===== config.mk =====
export PLATFORM = sky130hd
export DESIGN_NAME = pq_sorted_queue
export DESIGN_NICKNAME = d
export VERILOG_FILES = /design/src/rtl/pq_pkg.sv /design/src/rtl/pq_ctrl.sv /design/src/rtl/pq_col_swap.sv /design/src/rtl/pq_sorted_queue.sv
export SDC_FILE = /design/constraint.sdc
export NUM_CORES = 1
export LEC_CHECK = 0
export ABC_AREA = 1
export ABC_CLOCK_PERIOD_IN_PS = 2550
export BUFFER_PORTS_ARGS = -buffer_cell sky130_fd_sc_hd__buf_2
export CORE_MARGIN = 3
export CORE_UTILIZATION = 60
export DETAILED_ROUTE_END_ITERATION = 16
export GPL_TIMING_DRIVEN = 0
export PLACE_DENSITY = 0.76
export SLEW_MARGIN = 30
export SYNTH_ARGS = -nofsm -noshare
export SYNTH_HDL_FRONTEND = slang
export SYNTH_SLANG_ARGS = --single-unit

===== constraint.sdc =====
create_clock -name clk -period 2.55 [get_ports clk]
set_clock_uncertainty 0.15 [all_clocks]
set_input_delay 0.3825 -clock clk [delete_from_list [all_inputs] [get_ports clk]]
set_output_delay 0.3825 -clock clk [all_outputs]
set_load 0.05 [all_outputs]

===== src/rtl/pq_pkg.sv =====
package pq_pkg;
    typedef enum logic [1:0] {
        PQ_READY     = 2'd0,
        PQ_INSERTING = 2'd1,
        PQ_DELETING  = 2'd2
    } pq_state_e;
endpackage


===== src/rtl/pq_ctrl.sv =====
module pq_ctrl
    import pq_pkg::*;
(
    input  logic clk,
    input  logic rst,
    input  logic ins_req,
    input  logic del_req,
    input  logic room_ok,
    input  logic data_ok,
    output logic shift_up_row,
    output logic shift_lo_row,
    output logic col_swap,
    output logic busy
);
    pq_state_e state_q, state_d;

    always_ff @(posedge clk) begin
        if (rst) state_q <= PQ_READY;
        else     state_q <= state_d;
    end

    always_comb begin
        state_d      = state_q;
        shift_up_row = 1'b0;
        shift_lo_row = 1'b0;
        col_swap     = 1'b0;
        busy         = 1'b0;
        unique case (state_q)
            PQ_READY: begin
                if (ins_req) begin
                    if (room_ok) begin
                        shift_up_row = 1'b1;
                        state_d      = PQ_INSERTING;
                    end
                end else if (del_req && data_ok) begin
                    shift_lo_row = 1'b1;
                    state_d      = PQ_DELETING;
                end
            end
            PQ_INSERTING, PQ_DELETING: begin
                busy     = 1'b1;
                col_swap = 1'b1;
                state_d  = PQ_READY;
            end
            default: state_d = PQ_READY;
        endcase
    end

    AST_STATE_LEGAL: assert property (@(posedge clk) disable iff (rst)
        state_q inside {PQ_READY, PQ_INSERTING, PQ_DELETING});
    AST_SWAP_RETURNS: assert property (@(posedge clk) disable iff (rst)
        col_swap |=> (state_q == PQ_READY));
endmodule


===== src/rtl/pq_col_swap.sv =====
module pq_col_swap #(
    parameter int KEY_W = 4
) (
    input  logic             up_dp,
    input  logic [KEY_W-1:0] up_key,
    input  logic             lo_dp,
    input  logic [KEY_W-1:0] lo_key,
    output logic             swap_en
);
    always_comb begin
        swap_en = up_dp && (!lo_dp || (up_key < lo_key));
    end
endmodule


===== src/rtl/pq_sorted_queue.sv =====
module pq_sorted_queue #(
    parameter int COLS  = 4,
    parameter int KEY_W = 4,
    parameter int VAL_W = 4
) (
    input  logic             clk,
    input  logic             rst,
    input  logic             insert,
    input  logic             remove,
    input  logic [KEY_W-1:0] in_key,
    input  logic [VAL_W-1:0] in_value,
    output logic [VAL_W-1:0] min_value,
    output logic             busy,
    output logic             empty,
    output logic             full
);
    localparam int LAST = COLS - 1;

    logic             up_dp  [COLS];
    logic [KEY_W-1:0] up_key [COLS];
    logic [VAL_W-1:0] up_val [COLS];
    logic             lo_dp  [COLS];
    logic [KEY_W-1:0] lo_key [COLS];
    logic [VAL_W-1:0] lo_val [COLS];
    logic [COLS-1:0]  swap_vec;

    logic shift_up_row, shift_lo_row, col_swap;

    pq_ctrl u_ctrl (
        .clk          (clk),
        .rst          (rst),
        .ins_req      (insert),
        .del_req      (remove),
        .room_ok      (!up_dp[LAST]),
        .data_ok      (lo_dp[0]),
        .shift_up_row (shift_up_row),
        .shift_lo_row (shift_lo_row),
        .col_swap     (col_swap),
        .busy         (busy)
    );

    for (genvar c = 0; c < COLS; c++) begin : g_col
        pq_col_swap #(.KEY_W(KEY_W)) u_swap (
            .up_dp   (up_dp[c]),
            .up_key  (up_key[c]),
            .lo_dp   (lo_dp[c]),
            .lo_key  (lo_key[c]),
            .swap_en (swap_vec[c])
        );
    end

    always_ff @(posedge clk) begin
        if (rst) begin
            for (int i = 0; i < COLS; i++) begin
                up_dp[i] <= 1'b0;
                lo_dp[i] <= 1'b0;
            end
        end else if (shift_up_row) begin
            for (int i = 1; i < COLS; i++) begin
                up_dp[i]  <= up_dp[i-1];
                up_key[i] <= up_key[i-1];
                up_val[i] <= up_val[i-1];
            end
            up_dp[0]  <= 1'b1;
            up_key[0] <= in_key;
            up_val[0] <= in_value;
        end else if (shift_lo_row) begin
            for (int i = 0; i < LAST; i++) begin
                lo_dp[i]  <= lo_dp[i+1];
                lo_key[i] <= lo_key[i+1];
                lo_val[i] <= lo_val[i+1];
            end
            lo_dp[LAST] <= 1'b0;
        end else if (col_swap) begin
            for (int i = 0; i < COLS; i++) begin
                if (swap_vec[i]) begin
                    up_dp[i]  <= lo_dp[i];
                    up_key[i] <= lo_key[i];
                    up_val[i] <= lo_val[i];
                    lo_dp[i]  <= up_dp[i];
                    lo_key[i] <= up_key[i];
                    lo_val[i] <= up_val[i];
                end
            end
        end
    end

    always_comb begin
        min_value = lo_dp[0] ? lo_val[0] : '0;
        empty     = !lo_dp[0];
        full      = up_dp[LAST];
    end

    AST_RESET_EMPTY: assert property (@(posedge clk)
        rst |=> (empty && !full && !busy));
    AST_INS_TAKEN: assert property (@(posedge clk) disable iff (rst)
        (!busy && insert && !full) |=> busy);
    AST_DEL_TAKEN: assert property (@(posedge clk) disable iff (rst)
        (!busy && remove && !insert && !empty) |=> busy);
    AST_EMPTY_ZERO: assert property (@(posedge clk) disable iff (rst)
        empty |-> (min_value == '0));
    AST_FULL_NOT_EMPTY: assert property (@(posedge clk) disable iff (rst)
        full |-> !empty);
    AST_DEL_ON_EMPTY: assert property (@(posedge clk) disable iff (rst)
        (!busy && !insert && empty) |=> (empty && !busy));
    AST_BUSY_SINGLE: assert property (@(posedge clk) disable iff (rst)
        busy |=> !busy);
    AST_IDLE_HOLD: assert property (@(posedge clk) disable iff (rst)
        (!busy && !insert && !remove) |=> ($stable(min_value) && $stable(empty) && $stable(full)));
endmodule


# Yosys cells after proc, flatten, opt, wreduce, memory -nomap -nowiden
# Memories as Yosys holds them, arrays and structs flattened.
# Cells that the tools add are included.
# totals
reg_bits	2
n_memories	6
input_bits	12
mem_bits_rw	72
# memory_table
memory	words	word_bits	rd	rd_ports_with_merged_regs	wr	line_no	rtl
lo_key	4	4	4	0	4	pq_sorted_queue.sv:23	logic [KEY_W-1:0] lo_key [COLS];
lo_val	4	4	4	0	4	pq_sorted_queue.sv:24	logic [VAL_W-1:0] lo_val [COLS];
up_key	4	4	4	0	4	pq_sorted_queue.sv:20	logic [KEY_W-1:0] up_key [COLS];
up_val	4	4	4	0	4	pq_sorted_queue.sv:21	logic [VAL_W-1:0] up_val [COLS];
lo_dp	4	1	4	0	4	pq_sorted_queue.sv:22	logic lo_dp [COLS];
up_dp	4	1	4	0	4	pq_sorted_queue.sv:19	logic up_dp [COLS];
# classes
reduce_logical	18
eq_ne	3
muxes	74
magnitude_cmp	4
bitwise_logic	31
# ops
cell	n
$mux W4	15
$mux W1	56
$or A1 B1 Y1	30
$lt A4 B4 Y1	4
$mux W2	3
$logic_and A1 B1 Y1	5
$logic_not A1 Y1	4
$logic_or A1 B1 Y1	4
$reduce_or A2 Y1	2
$eq A2 B1 Y1 const B	1
$eq A2 B2 Y1 const B	1
$logic_not A2 Y1	1
$ne A2 B2 Y1 const B	1
$reduce_and A2 Y1	1
$reduce_bool A2 Y1	1
$not A1 Y1	1

# Longest topological paths before layout
# logic_depth
depth_word	10
mapped_depth	13

# By module
# Synthesis repeated with hierarchy kept, for this count alone.
# hier_totals
cells_unflattened	431
hier_area_um2	3925.0
# modules_own_cells
module	seq_area_each_um2	instances	area_each_um2	cells_each
pq_sorted_queue	2152.1	1	3375.7	340
pq_col_swap	0.0	4	100.1	18
pq_ctrl	40.0	1	148.9	19

# Least setup slack after synthesis
# No wires, ideal clock.
# synth_timing
path_kind	reg-to-reg
startpoint	register u_ctrl.state_q[1]
endpoint	memory up_key[0][0], enable pin
path_buffers	1
synth_period_minus_slack_ns	2.404
slack_ns	0.146
arrival_ns	1.925
path_stages_with_launch	8
setup_time_ns	0.329
t_required_ns	2.071
path_cell_list	dfxtp_1 > inv_1 > ha_1 > nand2_2 > nor3_4 > nand2_4 > clkbuf_1 > nand2_1
# synth_rtl
item	line_no	rtl
start, declared	pq_ctrl.sv:15	pq_state_e state_q, state_d;
start signal, assigned	pq_ctrl.sv:19	else state_q <= state_d;
end, declared	pq_sorted_queue.sv:20	

==> metrics.txt <==
hold wc startpoint in_key[0]; Avg Inst Size Synth 9.94 um2; share of Yosys cell area claimed by the top area cell type 58.2%; Final WS setup 160 ps; fin crit share 93.7%; total clock buffers created by CTS 9; width of the chip 84.2 um; layout cells sized above 1 14.2%; vias in the first global route 2586; PortBufs 18; Netlist cell types 30; RSZ-0062 raised after global routing yes; worst-path fanout max 10; initial antenna violation count 0; Total GRT Usage 22.6%; Setup crit end kind flop; fin crit period 2390 ps; Synth Net Count 394; cell taking the most area after synthesis edfxtp_1; fin area 3990 um2; Max-Cap Viols 0; drt drc 0; Total Nets Final 423; global-route wire length before repair 12.4 mm; total setup buffers inserted after CTS 0; fill count 454; Post-Synthesis Cells 369; Placed Cells 459; start point of the critical path up_key[0][3]$_DFFE_PP_; wire per inst 15.5 um; Top Family by Delay on Critical Path simple AND/OR/NAND/NOR gates; Fin. Hold Viols 0; status finished, final reports clean; crit path buf inv count 1; Seq cells post-synth 74; Worst path max stage delay 430 ps; Ys Warns 0; final-report max-slew violation count 0; htree depth 3; crit-path cells ha_1 -> a21oi_1 -> nand2_1 -> nand2_1 -> nand2_4 -> clkbuf_2 -> nand2_1; Worst path slowest cell edfxtp_1; Critical Path RT 2400 ps; # IOs 19; sequential area share after synthesis 59.8%; total wire length 7.31 mm; Fmax achieved 0.418 GHz; CP Launch Type flop; # rows 27; overall power 2.46 mW; grt ovf 0; Worst Tran Pin Value 507 ps; CTS tree yes; # diodes 0; ranking of synthesized cells by area edfxtp_1 58%, nand2_1 11%, o21ai_0 6.6%; Area growth, synth to finish 8.91%; Via density 5.47; die height 84.2 um; worst hold slack 158 ps; DR iter-0 viols 261; clk slew on worst S/H paths 60 ps; Syn Std Cell Area 3670 um2; R2R Path Start up_key[0][3]$_DFFE_PP_; LEAKAGE 1.79 nW; Post-DRT Antenna Nets 0; Die ar. 7080 um2; Final Setup Violations 0; non-filler cells, final 473; CTS sink cnt 74; CTS max path bufs 2; Crit Path Category reg2reg; vias 2586; pin count of the biggest net entering global routing 11; pwr/cell area 616 nW/um2; first drt pass iteration count 5; core area 5710 um2; Initial Util 64.2%; dpl ws 72.1 ps; worst vdd ir 0.000415 V; Worst-Skew Late Latency 350 ps; Top cell by count, worst path nand2_1; Arrival @ worst endpoint 2240 ps; placed cell areas 3850 um2; Routability Congestion 0.880; Root Driver clkbuf_8; Hold Crit Class in2reg; Slew HR 66.2%; HPWL Detailed 5.36 mm
[metal layers]
| metal | wire length, um | global-route usage, % | share of wire, % | vias up |
|---|---|---|---|---|
| met5 | 0 | 0 | 0 | - |
| met4 | 184 | 11.3 | 2.5 | 0 |
| met3 | 444 | 4.12 | 6.1 | 16 |
| met2 | 3500 | 35.3 | 48 | 93 |
| met1 | 3180 | 30.6 | 43 | 1206 |
| li1 | - | - | - | 1271 |
[state kept, by name, summed over array words and instances, names as in the netlist]
register        count
up_dp               4
up_val             16
up_key             16
u_ctrl.state_q      2
lo_dp               4
lo_key             16
lo_val             16
[cells in the mapped netlist, drive strengths merged]
master	count
clkbuf	6
a21oi	6
nor3	3
o21a	1
o21ai	58
nand3	14
ha	13
edfxtp	71
nand4	1
o211ai	1
nand2	114
a211oi	1
nor2	8
buf	6
dfxtp	3
inv	63
[layout make-up]
class	count	area, um2	area share, %
multi-input cells	220	1150	28.8
repair buffers	18	90.1	2.26
clock inverters	1	3.75	0.0940
inverters	63	236	5.92
well taps	72	90.1	2.26
clock buffers	13	139	3.48
plain buffers	12	91.3	2.29
flip-flops and latches	74	2190	54.9
[where the power goes]
group	total, mW	switching, mW	internal [mW]
Sequential	1.44	0.0319	1.41
Clock	0.728	0.386	0.341
Combinational	0.289	0.199	0.0899
Total	2.46	0.618	1.84
[layout by cell type, fill, tap and decap left out, types with 6 or more instances in the layout]
cell type	n
o21ai_2	6
o21ai_0	48
clkbuf_1	8
nand3_1	12
ha_1	13
nand2_1	104
clkbuf_8	9
nand2_2	9
inv_1	63
a21oi_1	6
edfxtp_1	71
nor2_1	7
buf_2	20
[cells by family (layout without fill, tap and decap cells)]
family,Yosys count,in the layout,synth area share [%]
flip-flops,74,74,59.8
AND/OR/NAND/NOR,140,140,16.9
adder cells (fa/ha/maj),13,13,4.44
buffers and inverters,75,107,8.91
AO/OA/AOI/OAI,67,67,9.97
[through the flow]
stage                     setup TNS, ps  utilization [%]
final                                 0             69.9
after global routing              -79.1             69.9
after CTS                             0             69.9
after detailed placement              0             67.4
after global placement                0             67.4
after floorplan                       0                -
[worst paths after layout]
check,cells after the start,slack [ps],endpoint
hold reg to reg,0,270,lo_val[3][1]$_DFFE_PP_
setup / recovery,7,160,lo_key[0][0]$_DFFE_PP_
setup reg to reg,7,160,lo_key[0][0]$_DFFE_PP_
hold / removal,3,160,up_key[0][0]$_DFFE_PP_
[repair_timing]
action,4_1_cts,5_1_grt
setup endpoints to repair,0,24
hold buffers,0,0
gates resized for setup,0,3
[worst register-to-register path: cells and delay by family, from the launching register on]
kind	cells	cell delay [ps]
compound gates	1	170
fa+ha+maj	1	330
buf+inv	1	230
flops	1	430
simple gates	4	740
Note: power is estimated with default switching activity, not from simulation.
